`config.mk`:
```
export PLATFORM = sky130hd
export DESIGN_NAME = ltmr
export DESIGN_NICKNAME = d
export VERILOG_FILES = /design/src/rtl/ltmr_pkg.sv /design/src/rtl/ltmr_regs.sv /design/src/rtl/ltmr_prescaler.sv /design/src/rtl/ltmr_counter.sv /design/src/rtl/ltmr.sv
export SDC_FILE = /design/constraint.sdc
export NUM_CORES = 1
export LEC_CHECK = 0
export BUFFER_PORTS_ARGS = -buffer_cell sky130_fd_sc_hd__buf_2
export CELL_PAD_IN_SITES_DETAIL_PLACEMENT = 1
export CELL_PAD_IN_SITES_GLOBAL_PLACEMENT = 2
export CORE_ASPECT_RATIO = 0.8
export CORE_MARGIN = 4
export CORE_UTILIZATION = 24
export CTS_CLUSTER_SIZE = 28
export DETAILED_ROUTE_END_ITERATION = 16
export PLACE_DENSITY_LB_ADDON = 0.1
export SLEW_MARGIN = 10
export SYNTH_ARGS = -nofsm -noshare
export SYNTH_HDL_FRONTEND = slang
export SYNTH_HIERARCHICAL = 1
export SYNTH_SLANG_ARGS = --single-unit
export TNS_END_PERCENT = 10
```
`constraint.sdc`:
```
create_clock -name clk -period 4.6 [get_ports clk]
set_input_delay 0.92 -clock clk [delete_from_list [all_inputs] [get_ports clk]]
set_output_delay 0.92 -clock clk [all_outputs]
set_load 0.02 [all_outputs]
```
`src/rtl/ltmr_pkg.sv`:
```
package ltmr_pkg;
  localparam int MAX_SHIFT = 7;
  localparam int SHIFT_W   = 3;

  typedef enum logic [1:0] {
    SEL_START = 2'd0,
    SEL_LIVE  = 2'd1,
    SEL_DIV   = 2'd2,
    SEL_CTRL  = 2'd3
  } reg_sel_e;

  typedef struct packed {
    logic       periodic;
    logic       masked;
    logic [7:0] vector;
  } ctrl_t;

  // divider code: bit3 becomes code bit 2, bits 1:0 stay in place
  function automatic logic [SHIFT_W-1:0] div_code(input logic [3:0] raw);
    return {raw[3], raw[1:0]};
  endfunction

  // shift amount wraps modulo 8, so code 7 means divide by one
  function automatic logic [SHIFT_W-1:0] code_to_shift(input logic [SHIFT_W-1:0] code);
    return code + 3'd1;
  endfunction
endpackage

```
`src/rtl/ltmr_regs.sv`:
```
module ltmr_regs
  import ltmr_pkg::*;
#(
  parameter int DATA_W = 32,
  parameter int CNT_W  = 32
) (
  input  logic              clk,
  input  logic              rst_n,
  input  logic              wr,
  input  logic [1:0]        addr,
  input  logic [DATA_W-1:0] wdata,
  input  logic [CNT_W-1:0]  live_cnt,
  output logic [DATA_W-1:0] rdata,
  output logic [CNT_W-1:0]  start_cnt,
  output logic [3:0]        div_raw,
  output ctrl_t             ctrl,
  output logic              load
);
  localparam int PAD_W = DATA_W - 18;

  reg_sel_e sel;
  assign sel  = reg_sel_e'(addr);
  assign load = wr && (sel == SEL_START);

  always_ff @(posedge clk) begin
    if (!rst_n) begin
      start_cnt <= '0;
      div_raw   <= '0;
      ctrl      <= '{periodic: 1'b0, masked: 1'b1, vector: 8'd0};
    end else if (wr) begin
      unique case (sel)
        SEL_START: start_cnt <= wdata[CNT_W-1:0];
        SEL_DIV:   div_raw   <= wdata[3:0] & 4'hB;
        SEL_CTRL:  ctrl      <= '{periodic: wdata[17], masked: wdata[16],
                                  vector: wdata[7:0]};
        default:   ;
      endcase
    end
  end

  always_comb begin
    unique case (sel)
      SEL_START: rdata = DATA_W'(start_cnt);
      SEL_LIVE:  rdata = DATA_W'(live_cnt);
      SEL_DIV:   rdata = DATA_W'(div_raw);
      default:   rdata = {{PAD_W{1'b0}}, ctrl.periodic, ctrl.masked, 8'd0, ctrl.vector};
    endcase
  end
endmodule

```
`src/rtl/ltmr_prescaler.sv`:
```
module ltmr_prescaler
  import ltmr_pkg::*;
#(
  parameter int PRE_W = MAX_SHIFT
) (
  input  logic               clk,
  input  logic               rst_n,
  input  logic               clear,
  input  logic [SHIFT_W-1:0] shift,
  output logic               tick
);
  logic [PRE_W-1:0] pre_cnt;
  logic [PRE_W-1:0] low_mask;

  assign low_mask = ~({PRE_W{1'b1}} << shift);
  assign tick     = &(pre_cnt | ~low_mask);

  always_ff @(posedge clk) begin
    if (!rst_n || clear) pre_cnt <= '0;
    else                 pre_cnt <= pre_cnt + 1'b1;
  end

  // a restart zeroes the prescaler
  p_restart_r3: assert property (@(posedge clk) disable iff (!rst_n)
    clear |=> (pre_cnt == '0));
endmodule

```
`src/rtl/ltmr_counter.sv`:
```
module ltmr_counter #(
  parameter int CNT_W = 32
) (
  input  logic             clk,
  input  logic             rst_n,
  input  logic             load,
  input  logic [CNT_W-1:0] load_val,
  input  logic [CNT_W-1:0] start_cnt,
  input  logic             periodic,
  input  logic             tick,
  output logic [CNT_W-1:0] live_cnt,
  output logic             expire
);
  logic armed;
  logic at_zero;

  assign at_zero = (live_cnt == '0);
  assign expire  = tick && !load && at_zero &&
                   (periodic ? (start_cnt != '0) : armed);

  always_ff @(posedge clk) begin
    if (!rst_n) begin
      live_cnt <= '0;
      armed    <= 1'b0;
    end else if (load) begin
      live_cnt <= load_val;
      armed    <= (load_val != '0);
    end else if (tick) begin
      if (!at_zero)              live_cnt <= live_cnt - 1'b1;
      else if (expire && periodic) live_cnt <= start_cnt;
      else if (expire)           armed    <= 1'b0;
    end
  end

  p_step_r3: assert property (@(posedge clk) disable iff (!rst_n)
    (tick && !load && !at_zero) |=> (live_cnt == $past(live_cnt) - 1'b1));

  p_hold_zero_r4: assert property (@(posedge clk) disable iff (!rst_n)
    (!periodic && at_zero && !load) |=> (live_cnt == '0));

  p_reload_r5: assert property (@(posedge clk) disable iff (!rst_n)
    (tick && !load && at_zero && periodic) |=> (live_cnt == $past(start_cnt)));
endmodule

```
`src/rtl/ltmr.sv`:
```
module ltmr
  import ltmr_pkg::*;
#(
  parameter int DATA_W = 32,
  parameter int CNT_W  = 32
) (
  input  logic              clk,
  input  logic              rst_n,
  input  logic              reg_wr,
  input  logic [1:0]        reg_addr,
  input  logic [DATA_W-1:0] reg_wdata,
  output logic [DATA_W-1:0] reg_rdata,
  output logic              irq_valid,
  output logic [7:0]        irq_vector
);
  logic [CNT_W-1:0]   start_cnt;
  logic [CNT_W-1:0]   live_cnt;
  logic [3:0]         div_raw;
  logic [SHIFT_W-1:0] shift;
  ctrl_t              ctrl;
  logic               load;
  logic               tick;
  logic               expire;

  assign shift = code_to_shift(div_code(div_raw));

  ltmr_regs #(.DATA_W(DATA_W), .CNT_W(CNT_W)) u_regs (
    .clk(clk), .rst_n(rst_n), .wr(reg_wr), .addr(reg_addr), .wdata(reg_wdata),
    .live_cnt(live_cnt), .rdata(reg_rdata), .start_cnt(start_cnt),
    .div_raw(div_raw), .ctrl(ctrl), .load(load)
  );

  ltmr_prescaler #(.PRE_W(MAX_SHIFT)) u_pre (
    .clk(clk), .rst_n(rst_n), .clear(load), .shift(shift), .tick(tick)
  );

  ltmr_counter #(.CNT_W(CNT_W)) u_cnt (
    .clk(clk), .rst_n(rst_n), .load(load), .load_val(reg_wdata[CNT_W-1:0]),
    .start_cnt(start_cnt), .periodic(ctrl.periodic), .tick(tick),
    .live_cnt(live_cnt), .expire(expire)
  );

  always_ff @(posedge clk) begin
    if (!rst_n) begin
      irq_valid  <= 1'b0;
      irq_vector <= '0;
    end else begin
      irq_valid  <= expire && !ctrl.masked;
      irq_vector <= ctrl.vector;
    end
  end

  p_pulse_single_r8: assert property (@(posedge clk) disable iff (!rst_n)
    irq_valid |=> !irq_valid);

  p_masked_silent_r7: assert property (@(posedge clk) disable iff (!rst_n)
    irq_valid |-> !$past(ctrl.masked));
endmodule

```
==> metrics.md, run 1 <==
| Metric | Value |
|---|---|
| DRT iter0 DRCs | `355` |
| Cell Rows | `49` |
| DRT Wirelength | `21.9 mm` |
| Fin. max-slew vios | `0` |
| Hold Crit Class | `reg2reg` |
| Clock buffer depth | `2` |
| Lkg Pwr | `2.60 nW` |
| Final worst-path cycle share | `0.750` |
| Num ports | `78` |
| Ys Warns | `6` |
| Status | `finished clean` |
| Port bufs | `77` |
| Highest-delay cell along the critical path | `buf_2` |
| Cells after Synth | `672` |
| Total power | `2.39 mW` |
| Worst-margin pin slew | `964 ps` |
| R2R cell count | `7` |
| R2R Path Start | `u_cnt/live_cnt[11]` |
| Avg WL per Cell | `21.0 um` |
| Final Skew | `7.54 ps` |
| Synth Cell Area | `5620 um2` |
| # diodes | `0` |
| Met3 usage | `0.0249` |
| RSZ-0062 raised after global routing | `false` |
| Nets@finish | `770` |
| Setup Viol. Count Final | `0` |
| Share of cells above drive strength 1 | `0.180` |
| Critical path capture point type | `primary output` |
| Worst Path Required | `3680 ps` |
| Vias per std cell | `5.05` |
| Clock-pin transition on the worst setup and hold timing paths | `70 ps` |
| Post-route ant nets | `0` |
| GPL Wtd Cong | `0.810` |
| Total GRT Usage | `0.172` |
| DRC errors left | `0` |
| Cell family with most CP delay | `buffers and inverters` |
| Fill cells | `2701` |
| Max IR drop VDD | `0.150 mV` |
| Storage cell area | `1880 um2` |
| Most used cell, CP | `buf_2` |
| Num CTS Buffers | `9` |
| Initial antenna violation count | `0` |
| Die height | `145 um` |
| Syn Nets | `713` |
| Worst slew margin | `0.357` |
| Post-DP HPWL | `15.9 mm` |
| Fin. Hold Viols | `0` |
| Clock insertion delay at the later pin of the skew report | `350 ps` |
| Fin util | `0.287` |
| GR Layer Usage met2 | `0.273` |
| Grt ovf | `0` |
| FF-to-FF setup slack | `1330 ps` |
| Critical Path Fanout Max | `30` |
| Chip width | `179 um` |
| Hold Buf Count CTS | `0` |
| Largest stage delay on the critical path | `720 ps` |
| Startpoint types | `input port` |
| Setup TNS | `0 ps` |
| Minimum clock period | `3450 ps` |
| Worst path depth | `4` |
| Setup Fix Bufs, Post-CTS | `0` |
| Core area | `22700 um2` |
| Die footprint | `25900 um2` |
| CP Cell Sequence | `buf_2, and2_0, o2bb2ai_1, buf_2` |
| Gr busiest metal | `met2` |
| Reg-to-Reg End | `u_cnt/live_cnt[18]` |
| PD cells | `367 nW/um2` |
| Fin Hold WS | `476 ps` |
| Crit path from | `reg_addr[0]` |
| Max Cap Viol | `0` |
| DR vias | `5249` |
| Critical path type | `in2out` |
| Vias in the first global route | `5450` |
| Initial core utilization | `0.247` |
| GR Layer Usage met1 | `0.249` |
| H-tree depth | `3` |
| Largest net degree at the start of global routing | `57` |
| Clock tree from TritonCTS | `done` |
| Layout area overhead | `16.1%` |
| TritonCTS Sinks | `94` |
| Clock root cell | `clkbuf_16` |
| Max Clk Rate | `290 MHz` |
| Multi-input gate area | `3400 um2` |
| Worst path arrival time | `2530 ps` |
| Crit path buf inv count | `2` |
| Worst setup endpoint | `reg_rdata[7]` |
| DRT Pass-1 Iters | `6` |
| First-pass GRT wire length | `34.1 mm` |
| Resized cells post-CTS | `0` |
| Mean Syn Cell Area | `8.36 um2` |
[layout by cell type, fill, tap and decap left out, types with 6 or more instances in the layout]
master       n
a21o_1       8
a21oi_1     20
a31oi_1     16
and2_2       8
and3_1       8
buf_2       76
buf_4       14
clkbuf_16    9
dfxtp_1     94
inv_1       12
mux2i_1     81
nand2_1    106
nand3_1     21
nand4_1      7
nor2_1      62
nor3_1      21
nor4_1      20
o21ai_0     32
o21ai_1      6
o2bb2ai_1    7
o41ai_1      7
or4_1        7
[registers in the layout, indices dropped and copies added, names as in the netlist]
register and flops:
irq_valid 1, u_pre/pre_cnt 7, u_regs/ctrl 10, u_regs/div_raw 3
u_cnt/live_cnt 32, u_cnt/armed 1, u_regs/start_cnt 32, irq_vector 8
[layer usage]
layer / vias to the layer above / wire length [um]
li1: 2563 / -
met1: 2587 / 11100
met2: 86 / 9840
met3: 13 / 724
met4: 0 / 201
met5: - / 0
[layout make-up]
type                    count  share of cell area
multi-input cells         521               0.521
well taps                 306              0.0587
clock inverters             2             0.00576
clock buffers              14              0.0436
flip-flops and latches     94               0.289
inverters                  13             0.00748
repair buffers             90              0.0745
[metrics by stage]
step | worst slack, ps | area [um2] | cells
after floorplan | 2000 | 5620 | 672
after global placement | 1130 | 6200 | 1024
after detailed placement | 1070 | 6200 | 1024
after CTS | 1070 | 6520 | 1040
after global routing | 979 | 6520 | 1040
final | 1150 | 6520 | 1040
[worst register-to-register path: stages (launching register included)]
cell,delay (ps)
dfxtp_1,390
nor3_2,470
nand4_4,300
or4_4,750
o21ai_4,580
buf_4,320
a21oi_1,60
o311a_1,290
[power by group]
part / switching (mW) / internal, mW / total (mW)
Combinational: 0.408 / 0.219 / 0.627
Clock: 0.342 / 0.482 / 0.824
Sequential: 0.0790 / 0.864 / 0.943
[worst min-delay path by stage]
stage	start	endpoint	slack, ps	depth (start not counted)
global route	u_cnt/armed	u_cnt/armed	500	2
detailed placement	u_regs/ctrl[3]	u_regs/ctrl[3]	470	2
floorplan	u_regs/ctrl[0]	u_regs/ctrl[0]	440	2
global placement	u_regs/ctrl[1]	u_regs/ctrl[1]	470	2
finish	u_regs/ctrl[3]	u_regs/ctrl[3]	480	2
CTS	u_regs/ctrl[3]	u_regs/ctrl[3]	480	2
(Power assumes the default switching activity.)
==> run 2, diff against run 1 <==
ABC_AREA = 1   (was unset)
clock period = 2.94 ns   (was 4.6 ns; I/O delays follow)
==> metrics.md, run 2 <==
| Metric | Value |
|---|---|
| Multi-input gate area | `3800 um2 (+12%)` |
| Biggest regs | `u_cnt/live_cnt: 32 flops, u_regs/start_cnt: 32 flops, u_regs/ctrl: 10 flops` |
| DRT iter0 DRCs | `292 (-18%)` |
| DR vias | `6881 (+31%)` |
| Port bufs | `77 (unchanged)` |
| Hold Crit Class | `reg2reg` |
| Worst slack, placed | `446 ps (-626 ps)` |
| Die footprint | `29600 um2 (+14%)` |
| Post-DP HPWL | `18.6 mm (+17%)` |
| Worst-margin pin slew | `825 ps (-139 ps)` |
| H-tree depth | `3 (unchanged)` |
| DRC errors left | `0 (unchanged)` |
| Total power | `4.35 mW (+82%)` |
| Max Clk Rate | `419 MHz` |
| First-pass GRT wire length | `41.7 mm (+22%)` |
| Max Cap Viol | `0 (unchanged)` |
| Reg power frac | `0.351 (-0.043)` |
| Clock insertion delay at the later pin of the skew report | `370 ps (+20 ps)` |
| Avg WL per Cell | `16.9 um (-19%)` |
| Internal cell power | `2.54 mW (+62%)` |
| DRT Pass-1 Iters | `4 (-2)` |
| Max IR drop VDD | `0.300 mV (+99%)` |
| Commonest cells after routing, fill and taps aside | `nand2_1, nor2_1, nand3_1, inv_1, dfxtp_1` |
| Most common cell after layout, fill and taps aside | `nand2_1` |
| Syn Nets | `1141 (+60%)` |
| RSZ-0062 raised after global routing | `false` |
| Setup TNS | `0 ps (unchanged)` |
| Fill cells | `3506 (+30%)` |
| Vias per std cell | `4.57 (-9.5%)` |
| Setup Fix Bufs, Post-CTS | `0 (unchanged)` |
| Initial core utilization | `0.245 (-0.00212)` |
| Clock-pin transition on the worst setup and hold timing paths | `80 ps (about the same)` |
| Core area | `26400 um2 (+16%)` |
| Die height | `155 um (+6.9%)` |
| Grt ovf | `0 (unchanged)` |
| Num ports | `78 (unchanged)` |
| Clk pwr share | `0.295 (-0.049)` |
| DRT Wirelength | `25.5 mm (+17%)` |
| Storage cell area | `1880 um2 (unchanged)` |
| Setup Viol. Count Final | `0 (unchanged)` |
| TritonCTS Sinks | `94 (unchanged)` |
| Layout area overhead | `15.1%` |
| GPL Wtd Cong | `0.793 (-2.1%)` |
| Clock tree from TritonCTS | `done` |
| Fin. max-slew vios | `0 (unchanged)` |
| Post-route ant nets | `0 (unchanged)` |
| PD cells | `584 nW/um2 (+59%)` |
| Critical path capture point type | `primary output` |
| Final worst-path cycle share | `0.812` |
| Num CTS Buffers | `9 (unchanged)` |
| Resized cells post-CTS | `0 (unchanged)` |
| Final Skew | `9.64 ps (+2.10 ps)` |
| Lkg Pwr | `3.72 nW (+43%)` |
| Sw Pwr | `1.80 mW (+120%)` |
| Minimum clock period | `2390 ps` |
| Worst slew margin | `0.450 (+0.0926)` |
| Comb pwr share | `0.355 (+0.093)` |
| Share of cells above drive strength 1 | `0.124 (-0.0555)` |
| Chip width | `191 um (+6.9%)` |
| Mean Syn Cell Area | `5.87 um2 (-30%)` |
| Vias in the first global route | `7142 (+31%)` |
| Hold Buf Count CTS | `0 (unchanged)` |
| Nets@finish | `1186 (+54%)` |
| Setup ws final | `553 ps (-599 ps)` |
| Ys Warns | `6 (unchanged)` |
| Critical path type | `in2out` |
| Clock buffer depth | `2 (unchanged)` |
| Fin Hold WS | `429 ps (-46.7 ps)` |
| Total GRT Usage | `0.178 (+0.00602)` |
| Worst path arrival time | `1800 ps (-730 ps)` |
| Worst Path Required | `2350 ps (-1330 ps)` |
| Startpoint types | `input port` |
| Status | `finished clean` |
| # diodes | `0 (unchanged)` |
| Switching Fraction | `0.415 (+0.0691)` |
| Cells after Synth | `1100 (+64%)` |
| Critical Path Fanout Max | `29 (-3.3%)` |
| Initial antenna violation count | `0 (unchanged)` |
| Synth Cell Area | `6460 um2 (+15%)` |
| Cell total after placement | `1491 (+46%)` |
| Fin. Hold Viols | `0 (unchanged)` |
| Largest net degree at the start of global routing | `68 (+19%)` |
| Clock root cell | `clkbuf_16` |
| Non-Filler Instances | `1507 (+45%)` |
| Cell Rows | `53 (+8.2%)` |
[run 2: layout make-up]
class,instances,area share
Sequential cell,94,0.253
Clock buffer,9,0.0303
Multi-Input combinational cell,832,0.511
Inverter,116,0.0585
Timing Repair Buffer,92,0.0757
Tap cell,357,0.0601
Clock inverter,7,0.0111
[run 2: metal layers]
layer	wire length, um	global-route usage
met5	0	0
met4	146	0.0308
met3	609	0.0287
met2	11100	0.270
met1	13700	0.268
[run 2: final timing paths]
path	from	to	slack [ps]	cells past startpoint
max	reg_addr[0]	reg_rdata[17]	550	7
min	u_regs/ctrl[4]	irq_vector[4]	430	2
max reg2reg	u_regs/div_raw[0]	u_cnt/live_cnt[24]	600	10
min reg2reg	u_regs/ctrl[4]	irq_vector[4]	430	2
[run 2: through the flow]
stage	cell area, um2	util
global route	7440	0.282
CTS	7440	0.282
finish	7440	0.282
floorplan	6460	-
detailed placement	7130	0.270
global placement	7130	0.270
[run 2: power groups by stage]
| stage | registers, mW | logic (mW) | clock network [mW] |
|---|---|---|---|
| after floorplan | 1.50 | 1.11 | 0 |
| after global placement | 1.56 | 1.54 | 0 |
| after detailed placement | 1.56 | 1.55 | 0 |
| after CTS | 1.53 | 1.56 | 1.34 |
| after global routing | 1.55 | 1.77 | 1.38 |
| final | 1.52 | 1.54 | 1.28 |
[run 2: critical path: stages]
cell	delay, ps
buf_2	250
inv_1	160
nor2_2	150
buf_12	220
nand2_1	110
o211ai_1	110
buf_2	200
==> run 3, diff against run 2 <==
clock period = 2.1 ns   (was 2.94 ns; I/O delays follow)
==> metrics.md, run 3 (synthesized netlist as in run 2, its figures left out) <==
| Metric | Value |
|---|---|
| DRT iter0 DRCs | `310 (+6.2%)` |
| Resized cells post-CTS | `0 (unchanged)` |
| DR vias | `7127 (+3.6%)` |
| Num ports | `78 (unchanged)` |
| Largest stage delay on the critical path | `300 ps (+50 ps)` |
| Non-Filler Instances | `1555 (+3.2%)` |
| Total GRT Usage | `0.181 (+0.00327)` |
| Nets@finish | `1234 (+4.0%)` |
| Largest net degree at the start of global routing | `68 (unchanged)` |
| Fin. Hold Viols | `0 (unchanged)` |
| PD cells | `810 nW/um2 (+39%)` |
| Status | `finished clean` |
| Layout area overhead | `22.1%` |
| Sw Pwr | `2.53 mW (+40%)` |
| Die height | `155 um (unchanged)` |
| Cell Rows | `53 (unchanged)` |
| Port bufs | `77 (unchanged)` |
| TritonCTS Sinks | `94 (unchanged)` |
| Num CTS Buffers | `9 (unchanged)` |
| Critical path type | `in2out` |
| Post-route ant nets | `0 (unchanged)` |
| Lkg Pwr | `4.00 nW (+7.6%)` |
| Clock root cell | `clkbuf_16` |
| Hold Crit Class | `in2reg` |
| Biggest regs | `u_cnt/live_cnt: 32 flops, u_regs/start_cnt: 32 flops, u_regs/ctrl: 10 flops` |
| Fin. max-slew vios | `0 (unchanged)` |
| Final Cell Area | `7890 um2 (+6.1%)` |
| Clk pwr share | `0.284 (-0.011)` |
| Critical Path Fanout Max | `15 (-48%)` |
| Setup Fix Bufs, Post-CTS | `0 (unchanged)` |
| Commonest cells after routing, fill and taps aside | `nand2_1, nor2_1, nand3_1, inv_1, dfxtp_1` |
| GPL Wtd Cong | `0.803 (+1.2%)` |
| Cell total after placement | `1539 (+3.2%)` |
| Grt ovf | `0 (unchanged)` |
| Setup TNS | `0 ps (unchanged)` |
| # diodes | `0 (unchanged)` |
| Clock buffer depth | `2 (unchanged)` |
| Met3 WL | `777 um (+28%)` |
| Switching Fraction | `0.396 (-0.0188)` |
| Die footprint | `29600 um2 (unchanged)` |
| DRC errors left | `0 (unchanged)` |
| Met2 wire length | `11.3 mm (+2.4%)` |
| Top layer in use | `met4` |
| CP Cell Sequence | `buf_2, buf_4, nor2_2, buf_4, nand2_1, nand2_1, buf_2` |
| DRT Wirelength | `26.4 mm (+3.2%)` |
| Dpl cell area | `7550 um2 (+5.9%)` |
| First-pass GRT wire length | `42.1 mm (+1.1%)` |
| Post-DP HPWL | `19.6 mm (+5.2%)` |
| Final Skew | `9.29 ps (-0.353 ps)` |
| Fill cells | `3479 (-0.77%)` |
| Core area | `26400 um2 (unchanged)` |
| Final worst-path cycle share | `0.946` |
| Minimum clock period | `1990 ps` |
| Avg WL per Cell | `17.0 um (about the same)` |
| Clock insertion delay at the later pin of the skew report | `360 ps (about the same)` |
| Chip width | `191 um (unchanged)` |
| DRT met1 WL | `13.9 mm (+1.5%)` |
| Worst slew margin | `0.471 (+0.0208)` |
| DRT Pass-1 Iters | `4 (unchanged)` |
| Initial core utilization | `0.245 (unchanged)` |
| Vias in the first global route | `7203 (+0.85%)` |
| Most common cell after layout, fill and taps aside | `nand2_1` |
| Worst Path Required | `1680 ps (-670 ps)` |
| Total power | `6.39 mW (+47%)` |
| Initial antenna violation count | `0 (unchanged)` |
| Comb pwr share | `0.391 (+0.036)` |
| Vias per std cell | `4.58 (+0.38%)` |
| H-tree depth | `3 (unchanged)` |
| Worst-margin pin slew | `794 ps (-31.2 ps)` |
| Worst path arrival time | `1570 ps (-230 ps)` |
| Max Clk Rate | `503 MHz` |
| Critical path capture point type | `primary output` |
| Internal cell power | `3.86 mW (+52%)` |
| Max IR drop VDD | `0.402 mV (+34%)` |
| Setup Viol. Count Final | `0 (unchanged)` |
| Clock-pin transition on the worst setup and hold timing paths | `70 ps (about the same)` |
| Fin Hold WS | `357 ps (-72.5 ps)` |
| Startpoint types | `input port` |
| Reg power frac | `0.325 (-0.026)` |
| Share of cells above drive strength 1 | `0.163 (+0.0384)` |
| Highest-delay cell along the critical path | `buf_4` |
| Max Cap Viol | `0 (unchanged)` |
| Hold Buf Count CTS | `0 (unchanged)` |
| Clock tree from TritonCTS | `done` |
## run 3: cell types whose count changed in the layout (fill, tap and decap cells not counted), sizes merged
| cell | delta |
|---|---|
| buf | +48 |
| inv | -2 |
| clkinv | -1 |
| clkinvlp | -2 |
| clkbuf | +5 |
## run 3: final timing paths
kind         cells past startpoint               start  slack (ps)                 end
max                              7         reg_addr[1]         110       reg_rdata[24]
min                              3        reg_wdata[6]         360      u_regs/ctrl[6]
max reg2reg                     11  u_cnt/live_cnt[14]         130  u_cnt/live_cnt[25]
min reg2reg                      2      u_regs/ctrl[5]         430       irq_vector[5]
## run 3: worst max-delay path: cells and delay by family
kind | cells | cell delay [ps]
buffers and inverters | 4 | 770
and+or+nand+nor | 3 | 360
## run 3: power by group through the flow
stage	logic, mW	clock network (mW)	registers, mW
detailed placement	2.50	0	2.11
global route	2.83	1.97	2.10
global placement	2.50	0	2.11
CTS	2.52	1.91	2.07
finish	2.50	1.82	2.07
floorplan	1.56	0	2.11
## run 3: metrics by stage
step / utilization / setup slack (ps)
after global placement: 0.286 / 74.2
after detailed placement: 0.286 / 114
after floorplan: - / 16.9
final: 0.299 / 114
after global routing: 0.299 / -17.6
after CTS: 0.298 / 88.0
## run 3: cell type report
class / count / area (um2) / share of cell area
clock buffer: 14 / 274 / 0.0347
clock inverter: 2 / 38.8 / 0.00492
inverter: 116 / 435 / 0.0552
multi-input combinational: 832 / 3830 / 0.485
sequential: 94 / 1880 / 0.239
tap: 357 / 447 / 0.0566
timing repair buffer: 140 / 986 / 0.125
## run 3: per-layer routing
metal | GRT usage | up-vias
met5 | 0 | -
met4 | 0.0376 | 0
met1 | 0.270 | 3382
met2 | 0.278 | 92
li1 | - | 3639
met3 | 0.0255 | 14
